$ cat src/rtl/hfu_pkg.sv
package hfu_pkg;
  localparam int unsigned NUM_REGS = 32;
  localparam int unsigned XLEN     = 32;

  typedef enum logic [1:0] {
    FWD_NONE = 2'b00,
    FWD_MEM  = 2'b01,
    FWD_EX   = 2'b10
  } fwd_src_e;
endpackage

$ cat src/rtl/hfu_dep_detect.sv
module hfu_dep_detect #(
  parameter int unsigned AW = 5
) (
  input  logic [AW-1:0] src_idx_i,
  input  logic          src_need_i,
  input  logic          dst_wr_i,
  input  logic [AW-1:0] dst_idx_i,
  output logic          hit_o
);
  // register 0 is a sink, never a producer
  logic dst_live;
  assign dst_live = dst_wr_i && (dst_idx_i != '0);
  assign hit_o    = src_need_i && dst_live && (dst_idx_i == src_idx_i);
endmodule

$ cat src/rtl/hfu_operand_sel.sv
module hfu_operand_sel
  import hfu_pkg::*;
#(
  parameter int unsigned DW = 32
) (
  input  logic          fwd_en_i,
  input  logic          hit_ex_i,
  input  logic          hit_mem_i,
  input  logic          ex_is_load_i,
  input  logic [DW-1:0] rf_val_i,
  input  logic [DW-1:0] ex_val_i,
  input  logic [DW-1:0] mem_val_i,
  output logic [DW-1:0] val_o,
  output fwd_src_e      src_o,
  output logic          stall_o
);
  logic ex_ok;
  assign ex_ok = hit_ex_i && !ex_is_load_i;

  always_comb begin
    val_o   = rf_val_i;
    src_o   = FWD_NONE;
    stall_o = 1'b0;
    if (fwd_en_i) begin
      if (ex_ok) begin
        val_o = ex_val_i;
        src_o = FWD_EX;
      end else if (hit_mem_i) begin
        val_o = mem_val_i;
        src_o = FWD_MEM;
      end
      stall_o = hit_ex_i && ex_is_load_i;
    end else begin
      stall_o = hit_ex_i || hit_mem_i;
    end
  end
endmodule

$ cat src/rtl/fwd_hazard_unit.sv
module fwd_hazard_unit
  import hfu_pkg::*;
#(
  parameter int unsigned NREG = hfu_pkg::NUM_REGS,
  parameter int unsigned DW   = hfu_pkg::XLEN,
  localparam int unsigned AW  = $clog2(NREG)
) (
  input  logic          fwd_en_i,
  input  logic [AW-1:0] rs_idx_i,
  input  logic [AW-1:0] rt_idx_i,
  input  logic          need_rs_i,
  input  logic          need_rt_i,
  input  logic [DW-1:0] rf_rs_val_i,
  input  logic [DW-1:0] rf_rt_val_i,
  input  logic          ex_wr_en_i,
  input  logic [AW-1:0] ex_dst_i,
  input  logic          ex_is_load_i,
  input  logic [DW-1:0] ex_alu_val_i,
  input  logic          mem_wr_en_i,
  input  logic [AW-1:0] mem_dst_i,
  input  logic [DW-1:0] mem_wb_val_i,
  output logic [DW-1:0] rs_val_o,
  output logic [DW-1:0] rt_val_o,
  output logic [1:0]    rs_fwd_o,
  output logic [1:0]    rt_fwd_o,
  output logic          stall_o
);
  localparam int unsigned NOPS = 2;  // 0: rs, 1: rt

  logic [NOPS-1:0][AW-1:0] op_idx;
  logic [NOPS-1:0]         op_need;
  logic [NOPS-1:0][DW-1:0] op_rf;
  logic [NOPS-1:0][DW-1:0] op_val;
  fwd_src_e [NOPS-1:0]     op_src;
  logic [NOPS-1:0]         op_hit_ex;
  logic [NOPS-1:0]         op_hit_mem;
  logic [NOPS-1:0]         op_stall;

  assign op_idx[0]  = rs_idx_i;
  assign op_idx[1]  = rt_idx_i;
  assign op_need[0] = need_rs_i;
  assign op_need[1] = need_rt_i;
  assign op_rf[0]   = rf_rs_val_i;
  assign op_rf[1]   = rf_rt_val_i;

  for (genvar g = 0; g < NOPS; g++) begin : g_op
    hfu_dep_detect #(.AW(AW)) u_dep_ex (
      .src_idx_i  (op_idx[g]),
      .src_need_i (op_need[g]),
      .dst_wr_i   (ex_wr_en_i),
      .dst_idx_i  (ex_dst_i),
      .hit_o      (op_hit_ex[g])
    );
    hfu_dep_detect #(.AW(AW)) u_dep_mem (
      .src_idx_i  (op_idx[g]),
      .src_need_i (op_need[g]),
      .dst_wr_i   (mem_wr_en_i),
      .dst_idx_i  (mem_dst_i),
      .hit_o      (op_hit_mem[g])
    );
    hfu_operand_sel #(.DW(DW)) u_sel (
      .fwd_en_i     (fwd_en_i),
      .hit_ex_i     (op_hit_ex[g]),
      .hit_mem_i    (op_hit_mem[g]),
      .ex_is_load_i (ex_is_load_i),
      .rf_val_i     (op_rf[g]),
      .ex_val_i     (ex_alu_val_i),
      .mem_val_i    (mem_wb_val_i),
      .val_o        (op_val[g]),
      .src_o        (op_src[g]),
      .stall_o      (op_stall[g])
    );
  end

  assign rs_val_o = op_val[0];
  assign rt_val_o = op_val[1];
  assign rs_fwd_o = op_src[0];
  assign rt_fwd_o = op_src[1];
  assign stall_o  = |op_stall;
endmodule

$ cat config.mk
export PLATFORM = sky130hd
export DESIGN_NAME = fwd_hazard_unit
export DESIGN_NICKNAME = d
export VERILOG_FILES = /design/src/rtl/hfu_pkg.sv /design/src/rtl/hfu_dep_detect.sv /design/src/rtl/hfu_operand_sel.sv /design/src/rtl/fwd_hazard_unit.sv
export SDC_FILE = /design/constraint.sdc
export NUM_CORES = 1
export LEC_CHECK = 0
export BUFFER_PORTS_ARGS = -buffer_cell sky130_fd_sc_hd__buf_2
export CAP_MARGIN = 20
export CORE_AREA = 2 2 86 88
export DETAILED_ROUTE_END_ITERATION = 16
export DIE_AREA = 0 0 88 90
export GPL_TIMING_DRIVEN = 0
export PLACE_DENSITY = 0.72
export SYNTH_ARGS = -nofsm -noshare
export SYNTH_HDL_FRONTEND = slang
export SYNTH_SLANG_ARGS = --single-unit
$ cat constraint.sdc
create_clock -name vclk -period 2.3
set_clock_uncertainty 0.15 [all_clocks]
set_input_delay 0.23 -clock vclk [all_inputs]
set_output_delay 0.23 -clock vclk [all_outputs]
set_load 0.01 [all_outputs]
==> out/qor.yml, run 1 <==
p_leak_nw: 1.921
ys_types: 29
use_met3_pct: 1.653
die_w_um: 88
maxSlewViolCount: 0
drt-vias-per-instance: 5.301
synthTopCellsByArea: "o221ai_2, nand4_1, inv_1"
drcViolationCount: 0
synth.top_cell.area_share_pct: 27.73
vias: 3472
p_comb_share_pct: 100.0
swShare_pct: 49.72
fin_nets: 712
p_seq_share_pct: 0
gr-usage-met2_pct: 47.10
fin_crit_sh_pct: 104.7
ys_top_cells_by_count: "inv_1, nand4_1, o221ai_2"
grt_pass1_vias: 3409
antenna_found_initial: 0
track_usage_pct: 24.57
rsz0062_at_grt: "yes"
cts_hold_buf: 0
status: "complete, but fails checks"
setup_viol: 51
power_w: 0.0005289
clkbuf_count: 0
core_mm2: 0.007020
num_io_pins: 223
syn_to_final_growth_pct: 81.57
max-vdd-ir-drop_v: 0.00009278
die_area_mm2: 0.007920
design_area_mm2: 0.003933
hp-class: "primary input to primary output"
post-place-ws_ns: -0.4381
worst_slack_ns: -0.1082
grt_overflow: 0
grt_start_max_net_pins: 11
cp-start-kind: "primary input"
dp_hpwl_mm: 8.300
gp_congestion: 0.8188
cellPowerDensity_mw_per_mm2: 134.5
period_needed_ns: 2.408
syn_nets: 471
p_clk_share_pct: 0
insertedDiodeCount: 0
path_class: "primary input to primary output"
grt_first_pass_wirelength_mm: 16.04
final.fill_count: 695
ys_warn_count: 0
ys_seq_area_share_pct: 0
max_cap_viol_count: 0
dr.pass1.iters: 5
syn-cell-area_mm2: 0.002166
grt-busiest-layer: "met2"
place_area_mm2: 0.003406
numPortBuffers: 223
max_slew_margin_pct: 65.83
drt_iter0_markers: 139
die_h_um: 90
final_antenna_net_count: 0
drive_gt1_share_pct: 59.71
violations: "negative setup slack"
syn_inst: 317
max_freq_ghz: 0.4153
avgSynthCellArea_um2: 6.832
seqCellArea_um2: 0
wirelength_mm: 10.60
worst-path-max-fanout: 10
critPathArrivalTime_ns: 2.03
synth_top_area_cell: "o221ai_2"
worst_pin_slew_ns: 0.5125
power_switching_w: 0.0002630
worstPathRequired_ns: 1.92
endpoint_kind: "primary output"
start_util_pct: 30.85
wl_per_cell_um: 16.18
internal-power_w: 0.0002659
yosysMostFrequentCell: "inv_1"
rows: 31
finalHoldViolCount: 0
design.seq.count: 0
grt_use_met1_pct: 29.40
kinds of logic after synthesis:
family / count (synthesis) / share of synthesized area, %
AO/OA/AOI/OAI: 74 / 41.19
buffers and inverters: 99 / 19.70
AND/OR/NAND/NOR: 124 / 31.02
XOR/XNOR: 20 / 8.087
critical path, cell delays in order:
cell and delay [ns]:
buf_8 0.10, or4_4 0.55, o21a_1 0.22, and3_4 0.16
o21a_4 0.26, buf_12 0.17, o221ai_2 0.18, buf_2 0.17
through the flow:
step                      setup TNS (ns)  cells  hold WS, ns  util [%]
after detailed placement          -21.76    639       0.6275     48.51
final                             -2.828    655       0.6299     56.02
after global routing              -6.104    655       0.6486     56.02
after floorplan                        0    317       0.4570         -
after CTS                         -2.449    653       0.6281     54.75
after global placement            -21.17    639       0.6325     48.51
layout make-up:
cell class | count | area [µm²] | share of cell area (%)
Multi-Input combinational cell | 218 | 1901 | 48.33
Timing Repair Buffer | 239 | 1334 | 33.92
Buffer | 37 | 341.6 | 8.686
Inverter | 62 | 232.7 | 5.918
Tap cell | 99 | 123.9 | 3.150
power by group through the flow:
stage | combinational [W] | sequential [W] | clock, W
after floorplan | 0.000236 | 0 | 0
after global placement | 0.000475 | 0 | 0
after detailed placement | 0.000483 | 0 | 0
after CTS | 0.000522 | 0 | 0
after global routing | 0.000574 | 0 | 0
final | 0.000529 | 0 | 0
routing by layer:
metal	wire (µm)	vias to the layer above	share of wire, %
li1	-	1690	-
met1	4251	1628	40
met2	5557	144	52
met3	698	10	6.6
met4	92	0	0.87
met5	0	-	0
layout by cell type (no fill, tap or decap), drive strengths merged, types with 2 or more instances in the layout:
master / Yosys / routed
nand3: 4 / 4
and3: 4 / 4
nand4: 61 / 61
nor2: 6 / 6
a221o: 3 / 3
nand2: 35 / 35
xnor2: 16 / 16
inv: 62 / 62
o21a: 3 / 3
or4: 2 / 2
xor2: 4 / 4
nor3: 2 / 2
o21ai: 4 / 4
buf: 18 / 256
clkbuf: 19 / 20
o221ai: 61 / 61
and2: 7 / 7
repair_timing:
item	in CTS	in global routing
setup buffers	13	1
pin swaps	14	6
setup endpoints to repair	66	64
resized for setup	78	16
cloned	1	1
path summary, 6_finish.rpt:
path / cells past startpoint / end / slack [ns] / startpoint
max: 8 / rt_val_o[21] / -0.11 / ex_dst_i[0]
min: 3 / rs_val_o[11] / 0.63 / rf_rs_val_i[11]
Note: power is estimated with default switching activity, not from simulation.
==> run 2: changes to the inputs <==
--- a/config.mk
+++ b/config.mk
@@ -5,13 +5,15 @@
 export SDC_FILE = /design/constraint.sdc
 export NUM_CORES = 1
 export LEC_CHECK = 0
+export ABC_AREA = 0
 export BUFFER_PORTS_ARGS = -buffer_cell sky130_fd_sc_hd__buf_2
 export CAP_MARGIN = 20
 export CORE_AREA = 2 2 86 88
 export DETAILED_ROUTE_END_ITERATION = 16
 export DIE_AREA = 0 0 88 90
 export GPL_TIMING_DRIVEN = 0
-export PLACE_DENSITY = 0.72
+export PLACE_DENSITY = 0.75
 export SYNTH_ARGS = -nofsm -noshare
 export SYNTH_HDL_FRONTEND = slang
+export SYNTH_HIERARCHICAL = 1
 export SYNTH_SLANG_ARGS = --single-unit
==> out/qor.yml, run 2 <==
violations: "negative setup slack"
grt_overflow: 0
track_usage_pct: 25.12
yosysMostFrequentCell: "o21ai_0"
met3_length_um: 798
final_antenna_net_count: 0
ys_warn_count: 6
synth_top_area_cell: "a22o_1"
status: "complete, but fails checks"
top_layer_used: "met4"
fin_crit_sh_pct: 102.8
core_mm2: 0.007020
syn_inst: 355
maxSlewViolCount: 0
p_leak_nw: 1.852
wl_per_cell_um: 16.35
layout_commonest_cell: "buf_2"
die_area_mm2: 0.007920
vias: 3782
dr.pass1.iters: 5
die_h_um: 90
worstSetupStartpoint: "ex_dst_i[3]"
syn_nets: 509
start_util_pct: 33.42
grt_first_pass_wirelength_mm: 16.44
wl_met1_mm: 4.778
layout_common_cells: "buf_2, nand2_1, nand3b_1, a22o_1, o21ai_0"
drive_gt1_share_pct: 50.00
multi_input_area_mm2: 0.002098
endpoint: "rs_val_o[19]"
crit_top_cell: "buf_6"
worst_slack_ns: -0.06488
dp_hpwl_mm: 8.111
numPortBuffers: 222
syn_to_final_growth_pct: 70.83
critPathArrivalTime_ns: 1.98
rsz0062_at_grt: "yes"
insertedDiodeCount: 0
seqCellArea_um2: 0
utilization_pct: 57.08
setup_viol: 36
worstPathRequired_ns: 1.92
final.fill_count: 689
drcViolationCount: 0
grt_pass1_vias: 3394
design_area_mm2: 0.004008
max_cap_viol_count: 0
clkbuf_count: 0
antenna_found_initial: 0
grt_start_max_net_pins: 15
num_io_pins: 223
ys_top_cells_by_count: "o21ai_0, nand2_1, a22o_1, nand3b_1"
hp-class: "primary input to primary output"
post-place-ws_ns: -0.1728
max-vdd-ir-drop_v: 0.00007509
cp-start-kind: "primary input"
max_freq_ghz: 0.4229
drt_iter0_markers: 185
hold_ws_ns: 0.6187
place_area_mm2: 0.003581
ys_types: 20
worst_pin_slew_ns: 0.4016
met2_length_mm: 5.826
rows: 31
path_class: "primary input to primary output"
ys_seq_area_share_pct: 0
worst-path-max-fanout: 7
cellPowerDensity_mw_per_mm2: 127.3
avgSynthCellArea_um2: 6.608
design.seq.count: 0
wirelength_mm: 11.46
fin_nets: 758
crit_path_max_incr_delay_ns: 0.34
syn-cell-area_mm2: 0.002346
gp_congestion: 0.8902
path_cells: "buf_6, nor4_4, o21ai_1, nor3b_2, buf_6, nor2b_4, o21ai_4, buf_6, a22o_1, buf_2"
slowest_stage: "o21ai_4"
max_slew_margin_pct: 73.18
endpoint_kind: "primary output"
synth.top_cell.area_share_pct: 23.89
synthTopCellsByArea: "a22o_1, nand3b_1, o21ai_0"
finalHoldViolCount: 0
die_w_um: 88
finalSetupTns_ns: -0.6952
period_needed_ns: 2.365
drt-vias-per-instance: 5.395
-- run 2: changes by cell type after synthesis, sizes merged, moves of 4 or more --
cell          before  now
clkbuf            19    4
a22o               0   64
dlymetal6s2s       0    6
and3               4    0
o21ai              4   72
and2               7    2
buf               18   32
nand2             35   68
nand4             61    0
nor3b              0    4
inv               62    4
nand3b             0   64
o221ai            61    0
xor2               4    0
-- run 2: worst min-delay path by stage --
stage | from | to | slack, ns | cells after the start
after floorplan | rf_rs_val_i[0] | rs_val_o[0] | 0.47 | 1
after global placement | rf_rt_val_i[20] | rt_val_o[20] | 0.61 | 3
after CTS | rf_rs_val_i[26] | rs_val_o[26] | 0.61 | 3
final | rf_rt_val_i[21] | rt_val_o[21] | 0.62 | 3
after global routing | rf_rs_val_i[31] | rs_val_o[31] | 0.63 | 3
after detailed placement | rf_rs_val_i[29] | rs_val_o[29] | 0.61 | 3
-- run 2: final cells by class --
cell class                      count  area share, %
Buffer                             42          8.742
Multi-Input combinational cell    309          52.36
Tap cell                           99          3.091
Timing Repair Buffer              247          35.44
Inverter                            4         0.3746
-- run 2: report_power, final --
group	internal, W	switching, W
Clock	0	0
Sequential	0	0
Combinational	0.000273	0.000237
Total	0.000273	0.000237
-- run 2: kinds of logic after synthesis --
family          Yosys count  share of synthesized area (%)
compound gates          140                          41.71
xor+xnor                 16                          5.973
buf+inv                  46                          14.29
simple gates            153                          38.03
-- run 2: timing repair --
action	in CTS	in global routing
setup buffers	16	4
endpoints found under the setup margin	61	65
hold buffers	0	0
gates cloned	4	2
resized for setup	19	69
pin swaps	12	68
-- run 2: metal layers --
metal  vias up  global-route usage, %
met3        10                  1.102
met2       208                  46.78
met5         -                      0
met4         0                  1.667
li1       1815                      -
met1      1749                  32.67
-- run 2: stage by stage --
| stage | std cells | power [W] |
|---|---|---|
| after floorplan | 355 | 0.0002077 |
| after global routing | 701 | 0.0005445 |
| final | 701 | 0.0005100 |
| after detailed placement | 676 | 0.0004619 |
| after global placement | 676 | 0.0004546 |
| after CTS | 696 | 0.0004745 |
-- run 2: critical path: cells and delay by family --
family          cells  cell delay [ns]
compound gates      3             0.60
buf+inv             4             0.56
simple gates        3             0.58
